--- src/rtl/tcbs_pkg.sv ---
package tcbs_pkg;

    // Stepping commands a unit counter understands
    typedef enum logic [1:0] {
        CNT_HOLD = 2'd0,
        CNT_UP   = 2'd1,
        CNT_DOWN = 2'd2,
        CNT_ZERO = 2'd3
    } cnt_op_e;

    // Sequencer states
    typedef enum logic [3:0] {
        ST_IDLE,
        ST_CLEAR,
        ST_DBL_TAKE,
        ST_DBL_ADD_A,
        ST_DBL_ADD_B,
        ST_APPEND,
        ST_HLV_TAKE_A,
        ST_HLV_TAKE_B,
        ST_HLV_GIVE,
        ST_MOVE_TAKE,
        ST_MOVE_GIVE,
        ST_FINISH
    } seq_state_e;

    localparam int NUM_CNT = 2;
    localparam int PRI_IDX = 0;
    localparam int SCR_IDX = 1;

    typedef struct packed {
        logic pop;
        logic bit_in;
    } stack_req_t;

    typedef struct packed {
        cnt_op_e pri;
        cnt_op_e scr;
    } cnt_cmd_t;

    localparam cnt_cmd_t CMD_IDLE = '{pri: CNT_HOLD, scr: CNT_HOLD};

    // Build a command that moves exactly one counter
    function automatic cnt_cmd_t single_step(input logic on_scratch, input cnt_op_e op);
        cnt_cmd_t c;
        c.pri = on_scratch ? CNT_HOLD : op;
        c.scr = on_scratch ? op : CNT_HOLD;
        return c;
    endfunction

endpackage

--- src/rtl/tcbs_step_counter.sv ---
module tcbs_step_counter
    import tcbs_pkg::*;
#(
    parameter int WIDTH = 16
) (
    input  logic             clk,
    input  logic             rst,
    input  cnt_op_e          op,
    output logic [WIDTH-1:0] value,
    output logic             is_zero
);

    localparam logic [WIDTH-1:0] ONE     = WIDTH'(1);
    localparam logic [WIDTH-1:0] ALL_SET = '1;

    logic [WIDTH-1:0] count_q;

    always_ff @(posedge clk) begin
        if (rst) begin
            count_q <= '0;
        end else begin
            unique case (op)
                CNT_UP:   if (count_q != ALL_SET) count_q <= count_q + ONE;
                CNT_DOWN: if (count_q != '0)      count_q <= count_q - ONE;
                CNT_ZERO: count_q <= '0;
                default:  count_q <= count_q;
            endcase
        end
    end

    assign value   = count_q;
    assign is_zero = (count_q == '0);

endmodule

--- src/rtl/tcbs_sequencer.sv ---
module tcbs_sequencer
    import tcbs_pkg::*;
(
    input  logic       clk,
    input  logic       rst,
    input  logic       req_valid,
    input  stack_req_t req,
    input  logic       pri_zero,
    input  logic       pri_full_top,
    input  logic       scr_zero,
    output cnt_cmd_t   cmd,
    output logic       ready,
    output logic       done,
    output logic       pop_bit,
    output logic       overflow
);

    seq_state_e state_q, state_d;
    stack_req_t op_q;
    logic       pop_bit_q;
    logic       ovf_q;

    logic accept;
    logic refuse_push;
    logic empty_pop;

    assign accept      = (state_q == ST_IDLE) && req_valid;
    assign refuse_push = accept && !req.pop && pri_full_top;
    assign empty_pop   = accept && req.pop && pri_zero;

    // Next state and counter command
    always_comb begin
        state_d = state_q;
        cmd     = CMD_IDLE;
        unique case (state_q)
            ST_IDLE: begin
                if (accept) begin
                    state_d = (refuse_push || empty_pop) ? ST_FINISH : ST_CLEAR;
                end
            end
            ST_CLEAR: begin
                cmd     = single_step(1'b1, CNT_ZERO);
                state_d = op_q.pop ? ST_HLV_TAKE_A : ST_DBL_TAKE;
            end
            // Doubling: one unit out of primary, two into scratch
            ST_DBL_TAKE: begin
                if (pri_zero) begin
                    state_d = op_q.bit_in ? ST_APPEND : ST_MOVE_TAKE;
                end else begin
                    cmd     = single_step(1'b0, CNT_DOWN);
                    state_d = ST_DBL_ADD_A;
                end
            end
            ST_DBL_ADD_A: begin
                cmd     = single_step(1'b1, CNT_UP);
                state_d = ST_DBL_ADD_B;
            end
            ST_DBL_ADD_B: begin
                cmd     = single_step(1'b1, CNT_UP);
                state_d = ST_DBL_TAKE;
            end
            ST_APPEND: begin
                cmd     = single_step(1'b1, CNT_UP);
                state_d = ST_MOVE_TAKE;
            end
            // Halving: two units out of primary, one into scratch.
            // Which take state sees zero encodes the parity.
            ST_HLV_TAKE_A: begin
                if (pri_zero) begin
                    state_d = ST_MOVE_TAKE;
                end else begin
                    cmd     = single_step(1'b0, CNT_DOWN);
                    state_d = ST_HLV_TAKE_B;
                end
            end
            ST_HLV_TAKE_B: begin
                if (pri_zero) begin
                    state_d = ST_MOVE_TAKE;
                end else begin
                    cmd     = single_step(1'b0, CNT_DOWN);
                    state_d = ST_HLV_GIVE;
                end
            end
            ST_HLV_GIVE: begin
                cmd     = single_step(1'b1, CNT_UP);
                state_d = ST_HLV_TAKE_A;
            end
            // Transfer scratch back into primary
            ST_MOVE_TAKE: begin
                if (scr_zero) begin
                    state_d = ST_FINISH;
                end else begin
                    cmd     = single_step(1'b1, CNT_DOWN);
                    state_d = ST_MOVE_GIVE;
                end
            end
            ST_MOVE_GIVE: begin
                cmd     = single_step(1'b0, CNT_UP);
                state_d = ST_MOVE_TAKE;
            end
            ST_FINISH: state_d = ST_IDLE;
            default:   state_d = ST_IDLE;
        endcase
    end

    always_ff @(posedge clk) begin
        if (rst) begin
            state_q   <= ST_IDLE;
            op_q      <= '0;
            pop_bit_q <= 1'b0;
            ovf_q     <= 1'b0;
        end else begin
            state_q <= state_d;
            if (accept) begin
                op_q  <= req;
                ovf_q <= refuse_push;
            end
            if (empty_pop) begin
                pop_bit_q <= 1'b0;
            end else if (state_q == ST_HLV_TAKE_A && pri_zero) begin
                pop_bit_q <= 1'b0;
            end else if (state_q == ST_HLV_TAKE_B && pri_zero) begin
                pop_bit_q <= 1'b1;
            end
        end
    end

    assign ready    = (state_q == ST_IDLE);
    assign done     = (state_q == ST_FINISH);
    assign pop_bit  = pop_bit_q;
    assign overflow = ovf_q;

endmodule

--- src/rtl/twocnt_bit_stack.sv ---
module twocnt_bit_stack
    import tcbs_pkg::*;
#(
    parameter int CNT_W = 16
) (
    input  logic clk,
    input  logic rst,
    input  logic req_valid,
    input  logic req_pop,
    input  logic req_bit,
    output logic ready,
    output logic done,
    output logic pop_bit,
    output logic empty,
    output logic overflow
);

    localparam int TOP_BIT = CNT_W - 1;

    stack_req_t       req;
    cnt_cmd_t         cmd;
    cnt_op_e          cnt_op   [NUM_CNT];
    logic [CNT_W-1:0] cnt_val  [NUM_CNT];
    logic             cnt_zero [NUM_CNT];
    logic [CNT_W-1:0] pri_q;
    logic [CNT_W-1:0] scr_q;

    assign req.pop    = req_pop;
    assign req.bit_in = req_bit;

    assign cnt_op[PRI_IDX] = cmd.pri;
    assign cnt_op[SCR_IDX] = cmd.scr;

    for (genvar i = 0; i < NUM_CNT; i++) begin : g_cnt
        tcbs_step_counter #(
            .WIDTH (CNT_W)
        ) u_cnt (
            .clk     (clk),
            .rst     (rst),
            .op      (cnt_op[i]),
            .value   (cnt_val[i]),
            .is_zero (cnt_zero[i])
        );
    end

    assign pri_q = cnt_val[PRI_IDX];
    assign scr_q = cnt_val[SCR_IDX];

    tcbs_sequencer u_seq (
        .clk          (clk),
        .rst          (rst),
        .req_valid    (req_valid),
        .req          (req),
        .pri_zero     (cnt_zero[PRI_IDX]),
        .pri_full_top (pri_q[TOP_BIT]),
        .scr_zero     (cnt_zero[SCR_IDX]),
        .cmd          (cmd),
        .ready        (ready),
        .done         (done),
        .pop_bit      (pop_bit),
        .overflow     (overflow)
    );

    assign empty = ready && cnt_zero[PRI_IDX];

endmodule

--- config.mk ---
export PLATFORM = sky130hd
export DESIGN_NAME = twocnt_bit_stack
export DESIGN_NICKNAME = d
export VERILOG_FILES = /design/src/rtl/tcbs_pkg.sv /design/src/rtl/tcbs_step_counter.sv /design/src/rtl/tcbs_sequencer.sv /design/src/rtl/twocnt_bit_stack.sv
export SDC_FILE = /design/constraint.sdc
export NUM_CORES = 1
export LEC_CHECK = 0
export BUFFER_PORTS_ARGS = -buffer_cell sky130_fd_sc_hd__buf_2
export CORE_MARGIN = 2
export CORE_UTILIZATION = 55
export DETAILED_ROUTE_END_ITERATION = 10
export PLACE_DENSITY = 0.73
export SYNTH_ARGS = -nofsm -noshare
export SYNTH_HDL_FRONTEND = slang
export SYNTH_SLANG_ARGS = --single-unit
export TNS_END_PERCENT = 50
--- constraint.sdc ---
create_clock -name clk -period 8.7 [get_ports clk]
set_input_delay 0.435 -clock clk [delete_from_list [all_inputs] [get_ports clk]]
set_output_delay 0.435 -clock clk [all_outputs]
set_load 0.02 [all_outputs]
==> results of run 1 <==
cell usage after synthesis (12+ instances only):
cell type and n:
o21ai_0 13, nand2_1 23, nand3_1 18, nand4_1 13
xnor2_1 14, dfxtp_1 40, a21oi_1 29, ha_1 28
inv_1 12, nor3_1 15, nor2_1 51
final cells by class:
type / instances / area (um^2)
clock inverters: 2 / 10.01
multi-input cells: 340 / 2257
well taps: 72 / 90.09
flip-flops and latches: 40 / 800.8
fillers: 524 / 2195
inverters: 12 / 45.04
repair buffers: 11 / 60.06
clock buffers: 6 / 82.58
kinds of logic after synthesis:
group / Yosys count / share of synthesized area
buffers and inverters: 27 / 0.03817
adders and majority gates: 30 / 0.1228
muxes: 8 / 0.02558
and+or+nand+nor: 181 / 0.2963
DFF: 40 / 0.2519
xor gates and xnor gates: 15 / 0.04132
AOI/OAI and AO/OA: 106 / 0.2239
registers in the layout (all words and copies together), names as in the netlist:
register / count
u_seq.op_q: 2
g_cnt.u_cnt.value: 32
u_seq.state_q: 4
u_seq.pop_bit: 1
u_seq.overflow: 1
through the flow:
step,worst slack [ns],area [um^2],hold slack (ns),std cells,util
after floorplan,5.015,3179,0.4328,407,-
after global placement,4.692,3253,0.4487,475,0.5872
after detailed placement,4.619,3253,0.4572,475,0.5872
after CTS,4.589,3346,0.3864,483,0.6039
after global routing,4.175,3346,0.4058,483,0.6039
final,4.535,3346,0.3860,483,0.6039
power by group through the flow:
stage	Clock, uW	Combinational, uW	Sequential (uW)
after floorplan	0	185	211
after global placement	0	221	230
after detailed placement	0	223	230
after CTS	134	224	225
after global routing	140	251	230
final	130	226	226
critical path, cell delays in order (launching register included):
cell	delay [ns]
dfxtp_1	0.60
inv_1	0.15
or4_2	0.73
inv_1	0.44
ha_1	0.35
a211oi_1	0.32
o21ai_1	0.17
a41o_1	0.29
o211a_1	0.25
nor3_1	0.25
o21ai_0	0.18
a211oi_2	0.26
a31o_1	0.13
how the worst max path moves through the flow:
stage	end	slack, ns	cells after the start
floorplan	g_cnt[0].u_cnt.value[15]	5.02	14
global placement	g_cnt[0].u_cnt.value[15]	4.69	12
detailed placement	g_cnt[0].u_cnt.value[15]	4.62	12
CTS	g_cnt[0].u_cnt.value[15]	4.59	12
global route	g_cnt[0].u_cnt.value[15]	4.18	12
finish	g_cnt[0].u_cnt.value[15]	4.53	12
per-layer routing:
layer	global-route usage	share of wire	vias to the layer above
met5	0	0	-
met4	0.06441	0.0081	0
met1	0.3368	0.52	1346
met2	0.3767	0.44	43
li1	-	-	1531
met3	0.03394	0.028	5
cell usage in the layout, fill, tap and decap left out, types with 4 or more instances in the layout:
cell,synthesis,layout
a21oi_1,29,29
or3_1,10,10
dfxtp_1,40,40
inv_1,12,12
nand2_1,23,23
nand4_1,13,13
nor3_1,15,15
o21ai_0,13,13
a32oi_1,4,4
a21o_1,5,5
mux2i_1,7,7
nand3_1,18,18
or2_2,4,4
nand2b_1,6,6
a22oi_1,7,7
nor3b_1,4,4
xnor2_1,14,14
nor2b_1,9,9
ha_1,28,28
a211oi_1,10,10
o21a_1,6,6
nor4_1,10,10
nor2_1,51,51
nand3b_1,5,5
clkbuf_8,0,6
buf_2,4,9
==> results_dict.tcl, run 1 <==
set metrics [dict create \
    slew_violations 0 \
    grt_pass1_wl_um 12280 \
    fin_crit_ns 4.165 \
    path_class "reg2reg" \
    crit_start "u_seq.state_q[1]" \
    max_cap_violations 0 \
    power_leakage_uw 0.001473 \
    drc 0 \
    reg2reg_slack_ns 4.53 \
    grt.overflow.total 0 \
    grt_max_degree 45 \
    cts_tree "yes" \
    grt_usage 0.2377 \
    arrival_ns 4.41 \
    layout.nets 445 \
    power_frac_clock 0.223 \
    final_hold_viol_count 0 \
    area_growth_syn_to_layout_pct 5.234 \
    clk_latency_ns 0.30 \
    min_to "u_seq.op_q[0]" \
    clkSlewWorstSetupHoldPaths_ns 0.09 \
    path_max_fanout 16 \
    power_switching_uw 243.6 \
    yosysTopAreaCell "dfxtp_1" \
    fmax_mhz 240.1 \
    worstMarginPinSlew_ns 1.202 \
    synth_cell_types 59 \
    status "finished clean" \
    via_count 2925 \
    dpl.hpwl_um 5113 \
    crit_path_start_kind "register" \
    p_per_area_nw_per_um2 173.8 \
    clk_path_buf_depth 2 \
    synthTopCellsByArea "dfxtp_1 25%, ha_1 11%, nor2_1 6.0%" \
    cp-end-kind "register" \
    htree_levels 2 \
    vdd_drop_max_mv 0.1131 \
    required_ns 8.95 \
    syn_inst 407 \
    synth_top_area_share 0.2519 \
    grt_pass1_vias 2650 \
    hp-start "req_bit" \
    cts_setup_buffers 0 \
    synth-edff-count 0 \
    numCtsBuffers 5 \
    fin_setup_tns_ns 0 \
    drive_gt1_frac 0.08029 \
    synth-seq-cells 40 \
    worst_clock_skew_ns 0.01452 \
    syn_area_um2 3179 \
    clock_sinks 40 \
    finalCritPeriodShare 0.4788 \
    antenna_found_initial 0 \
    clockRootBuffer "clkbuf_8" \
    drtAntennaViolNets 0 \
    holdBufCountCts 0 \
    drt-total-wl_um 7071 \
    p_int_uw 338.0 \
    r2r-end "g_cnt[0].u_cnt.value[15]" \
    switching_share 0.4188 \
    rsz0062_at_grt "no" \
    p_total_uw 581.6 \
    first_pass_iters 4 \
    finalSetupViolCount 0 \
    die_y_um 80.03 \
    rows 27 \
    numPortBuffers 9 \
    avgSynthCellArea_um2 7.812 \
    max-slew-margin-rel 0.1987 \
    combPwrFrac 0.388 \
    synth_top_flop_cell "dfxtp_1" \
    p_seq_frac 0.389 \
    die_w_um 80.03 \
    ioPinCount 10 \
    ys_seq_area_frac 0.2519 \
    hp-class "in2reg" \
    reg2reg_depth 12 \
    synthArstFlopShare 0 \
    reg2reg_from "u_seq.state_q[1]" \
    place.gp.congestion 0.8880 \
    die-area_um2 6405 \
    routed_via_density 6.056 \
    cts_resized 0 \
    num_antenna_cells 0 \
    yosysWarnings 0 \
    initial_core_util 0.5738 \
    wl_per_cell_um 14.64 \
    holdPathStages 3 \
    core_area_um2 5540 \
    drt_iter0_drc 212 \
    synth_nets 442 \
]
Note: power is estimated with default switching activity, not from simulation.
==> inputs of run 2 (changes only) <==
- PLACE_DENSITY: 0.73 -> 0.76
- clock period: 8.7 -> 3.45 ns (I/O delays scaled with it)
==> run 2 against run 1 <==
Global-route usage up 1.6 points. Power grew to 2.7 times the previous value. Sequential share of layout area decreased by 1.7 points. Critical endpoint unchanged. Largest cell class unchanged. Largest power group is now combinational logic.
==> results_dict.tcl, run 2 (same netlist as run 1, synthesis figures left out) <==
set metrics [dict create \
    finalCritPeriodShare 0.9973 \
    clk_path_buf_depth 2 \
    die_y_um 80.03 \
    reg2reg_slack_ns 0.009 \
    clk_latency_ns 0.30 \
    rows 27 \
    layout.nets 469 \
    drive_gt1_frac 0.1931 \
    die_w_um 80.03 \
    worstMarginPinSlew_ns 0.9133 \
    clockRootBuffer "clkbuf_8" \
    p_per_area_nw_per_um2 428.6 \
    multi_input_area_um2 2394 \
    fin_crit_ns 3.441 \
    layout_commonest_cell "nor2_1" \
    required_ns 3.69 \
    slew_violations 0 \
    cp_slowest_stage_delay_ns 0.48 \
    reg2reg_from "g_cnt[0].u_cnt.value[5]" \
    finalSetupViolCount 0 \
    vdd_drop_max_mv 0.2841 \
    min_to "u_seq.op_q[0]" \
    fin_util 0.6687 \
    clock_sinks 40 \
    final_hold_viol_count 0 \
    grt_usage 0.2533 \
    dpl.hpwl_um 5569 \
    numPortBuffers 9 \
    core_area_um2 5540 \
    die-area_um2 6405 \
    holdBufCountCts 0 \
    routed_via_density 6.325 \
    first_pass_iters 4 \
    cp_common_cell "or4_4" \
    reg2reg_depth 14 \
    whs_ns 0.1608 \
    fill_cells 455 \
    grt_pass1_vias 2805 \
    wl_per_cell_um 15.82 \
    cp_cell_sequence "nor4_4 -> and4_4 -> or4_4 -> clkinvlp_4 -> buf_4 -> ha_1 -> a21oi_1 -> nor2b_1 -> a41o_1 -> o211a_1 -> nor3_2 -> or4_4 -> a211oi_2 -> a31o_1" \
    path_max_fanout 6 \
    initial_core_util 0.5738 \
    cp-end-kind "register" \
    antenna_found_initial 0 \
    crit_path_start_kind "register" \
    holdPathStages 3 \
    largest_reg_flops 32 \
    num_antenna_cells 0 \
    grt_max_degree 45 \
    place.gp.congestion 0.8950 \
    grt.overflow.total 0 \
    power_leakage_uw 0.001649 \
    drc 0 \
    dp_cells 497 \
    drt-total-wl_um 8020 \
    final_cell_mix "51 x nor2_1, 29 x a21oi_1, 27 x dfxtp_1" \
    max_cap_violations 0 \
    grt_pass1_wl_um 13100 \
    ioPinCount 10 \
    arrival_ns 3.68 \
    r2r-end "g_cnt[0].u_cnt.value[15]" \
    drtAntennaViolNets 0 \
    htree_levels 2 \
    rsz0062_at_grt "yes" \
    path_class "reg2reg" \
    cp_slowest_cell "or4_4" \
    clkSlewWorstSetupHoldPaths_ns 0.08 \
    final-seq-area_um2 824.5 \
    area_growth_syn_to_layout_pct 16.53 \
    numCtsBuffers 5 \
    max-slew-margin-rel 0.3855 \
    status "finished clean" \
    via_count 3207 \
    hp-start "req_bit" \
    worst_clock_skew_ns 0.01218 \
    cts_tree "yes" \
    p_total_uw 1588 \
    drt_iter0_drc 207 \
    fmax_mhz 290.7 \
    hp-class "in2reg" \
    instances_no_fill 507 \
]
[run 2: changes by cell type in the layout (fill, tap and decap cells not counted), moves of 3 or more]
cell / change
nor4_4: +5
dfxtp_2: +10
dfxtp_1: -13
dfxtp_4: +3
buf_4: +24
nor4_1: -4
[run 2: how the worst max path moves through the flow]
stage / startpoint / to / slack (ns)
final: g_cnt[0].u_cnt.value[5] / g_cnt[0].u_cnt.value[15] / 0.009
after detailed placement: g_cnt[0].u_cnt.value[7] / g_cnt[0].u_cnt.value[12] / 0.01
after global placement: g_cnt[1].u_cnt.value[2] / g_cnt[1].u_cnt.value[15] / 0.13
after global routing: g_cnt[0].u_cnt.value[5] / g_cnt[0].u_cnt.value[15] / -0.11
after floorplan: g_cnt[0].u_cnt.value[1] / g_cnt[0].u_cnt.value[15] / 0.17
after CTS: g_cnt[0].u_cnt.value[1] / g_cnt[0].u_cnt.value[12] / 0.03
[run 2: timing repair]
item                                    CTS  global route
gates resized for setup                   3            30
endpoints found under the setup margin    1            11
pin swaps                                 0             5
buffers inserted                          0             2
[run 2: final cells by class]
| class | count | share of cell area |
|---|---|---|
| flip-flops and latches | 40 | 0.2226 |
| multi-input cells | 340 | 0.6461 |
| clock buffers | 6 | 0.01959 |
| repair buffers | 35 | 0.06484 |
| inverters | 12 | 0.01317 |
| well taps | 72 | 0.02432 |
| clock inverters | 2 | 0.009456 |
[run 2: metrics by stage]
stage               TNS, ns  setup slack [ns]  cell area (um^2)
floorplan                 0            0.1737              3201
global placement          0            0.1346              3440
detailed placement        0          0.009623              3440
CTS                       0           0.03448              3566
global route        -0.1534           -0.1083              3705
finish                    0          0.009434              3705
[run 2: power breakdown]
group / total, uW / switching (uW) / internal (uW)
clock network: 388 / 173 / 215
logic: 681 / 438 / 243
registers: 520 / 26.9 / 493
[run 2: worst max-delay path, delay by kind of cell, from the launching register on]
kind	cells	cell delay (ns)
AOI/OAI and AO/OA	5	0.83
adders and majority gates	1	0.39
buffers and inverters	2	0.36
DFF	1	0.36
and+or+nand+nor	6	1.46
[run 2: per-layer routing]
metal  track usage  wire, um  part of all wire
met1        0.3507      3598              0.45
met3       0.02828       403             0.050
met5             0         0                 0
met4       0.07288       157             0.020
met2        0.4142      3860              0.48
==> inputs of run 3 (changes only) <==
- CORE_MARGIN: 2 -> 4
==> run 3 against run 2 <==
Power increased by 2.0%. Clock power up 6.4%. Setup slack better by 0.080 ns. Critical endpoint unchanged. Largest cell class unchanged. Largest power group unchanged.
==> results_dict.tcl, run 3 (same netlist as run 1, synthesis figures left out) <==
set metrics [dict create \
    finalSetupViolCount 0 \
    crit_path_start_kind "register" \
    final_hold_viol_count 0 \
    hp-start "req_bit" \
    max-slew-margin-rel 0.3287 \
    layout.nets 467 \
    die_y_um 84.03 \
    rows 27 \
    cp-end-kind "register" \
    path_class "reg2reg" \
    drt-total-wl_um 8140 \
    clk_path_buf_depth 2 \
    status "finished clean" \
    clk_latency_ns 0.31 \
    grt.overflow.total 0 \
    layout_setup_ws_ns 0.08947 \
    ioPinCount 10 \
    cp_cell_sequence "nor4_4 -> and4_1 -> or4_4 -> clkinvlp_4 -> ha_4 -> o21ai_0 -> o21ai_1 -> a41o_1 -> o211a_1 -> nor3_2 -> or4_4 -> a211oi_2 -> a31o_1" \
    cp_slowest_cell "or4_4" \
    path_buf_inv 1 \
    hp-class "in2reg" \
    via_count 3163 \
    numPortBuffers 9 \
    slew_violations 0 \
    cp_common_cell "or4_4" \
    drtAntennaViolNets 0 \
    finalCritPeriodShare 0.9741 \
    stdcell_area_um2 3674 \
    clock_sinks 40 \
    place_ws_ns 0.05430 \
    power_leakage_uw 0.001592 \
    layout_commonest_cell "nor2_1" \
    die-area_um2 7061 \
    largest_reg_flops 32 \
    first_pass_iters 4 \
    dpl_cell_area_um2 3425 \
    dpl.hpwl_um 5793 \
    vdd_drop_max_mv 0.2890 \
    routed_via_density 6.263 \
    reg2reg_from "g_cnt[0].u_cnt.value[0]" \
    drt_iter0_drc 127 \
    cp_slowest_stage_delay_ns 0.49 \
    worstMarginPinSlew_ns 0.9977 \
    fin_crit_ns 3.361 \
    grt_pass1_vias 2978 \
    final_cell_mix "51 x nor2_1, 29 x a21oi_1, 29 x dfxtp_1" \
    p_per_area_nw_per_um2 441.1 \
    initial_core_util 0.5738 \
    area_growth_syn_to_layout_pct 15.54 \
    wl_per_cell_um 16.12 \
    grt_usage 0.2254 \
    grt_max_degree 45 \
    clockRootBuffer "clkbuf_8" \
    crit_start "g_cnt[0].u_cnt.value[0]" \
    worst_clock_skew_ns 0.01354 \
    clkSlewWorstSetupHoldPaths_ns 0.10 \
    cts_tree "yes" \
    drc 0 \
    drive_gt1_frac 0.1824 \
    holdBufCountCts 0 \
    crit_family "simple AND/OR/NAND/NOR gates" \
    rsz0062_at_grt "yes" \
    core_area_um2 5540 \
    max_cap_violations 0 \
    num_antenna_cells 0 \
    numCtsBuffers 5 \
    required_ns 3.70 \
    die_w_um 84.03 \
    htree_levels 2 \
    place.gp.congestion 0.8395 \
    antenna_found_initial 0 \
    whs_ns 0.1214 \
    fin_util 0.6631 \
    arrival_ns 3.61 \
    path_max_fanout 6 \
    fmax_mhz 297.6 \
    grt_pass1_wl_um 13350 \
]
==> run 3: cell type report <==
class                      instances  area [um^2]
fill                             466         1867
multi-input combinational        340         2372
sequential                        40        822.0
tap                               72        90.09
clock buffer                       5        68.82
clock inverter                     3        46.29
inverter                          12        48.80
timing repair buffer              33        225.2
==> run 3: report_power, final <==
part | leakage, uW | switching, uW | internal, uW | total, uW
Clock | 0.0000548 | 195 | 218 | 413
Combinational | 0.00121 | 454 | 233 | 688
Sequential | 0.000330 | 26.9 | 493 | 520
Total | 0.00159 | 676 | 944 | 1620
==> run 3: layer usage <==
| layer | vias to the layer above | GRT usage | part of all wire |
|---|---|---|---|
| li1 | 1580 | - | - |
| met1 | 1487 | 0.2861 | 0.45 |
| met2 | 78 | 0.3752 | 0.50 |
| met3 | 18 | 0.04541 | 0.035 |
| met4 | 0 | 0.08187 | 0.022 |
| met5 | - | 0 | 0 |
==> run 3: path summary, 6_finish.rpt <==
check | end | slack, ns | depth (start not counted)
worst max-delay path | g_cnt[0].u_cnt.value[15] | 0.09 | 13
worst min-delay path | u_seq.op_q[0] | 0.12 | 3
worst min register to register | u_seq.op_q[1] | 0.46 | 2
worst max register to register | g_cnt[0].u_cnt.value[15] | 0.09 | 13
==> run 3: worst reg2reg max path, stage by stage, from the launching register on <==
cell and delay (ns):
dfxtp_4 0.38, nor4_4 0.31, and4_1 0.25, or4_4 0.16, clkinvlp_4 0.18, ha_4 0.33
o21ai_0 0.12, o21ai_1 0.25, a41o_1 0.26, o211a_1 0.19, nor3_2 0.06, or4_4 0.49
a211oi_2 0.19, a31o_1 0.13
==> run 3: metrics by stage <==
stage | TNS, ns | total power (uW) | std cells
finish | 0 | 1620 | 505
global route | -0.1696 | 1723 | 505
CTS | 0 | 1609 | 503
detailed placement | 0 | 1199 | 495
global placement | 0 | 1189 | 495
floorplan | 0 | 1001 | 407
==> run 3: timing repair <==
item                       in CTS  in global routing
setup endpoints to repair       0                  6
hold endpoints to repair        0                  0
resized for setup               0                 25
buffers inserted                0                  2
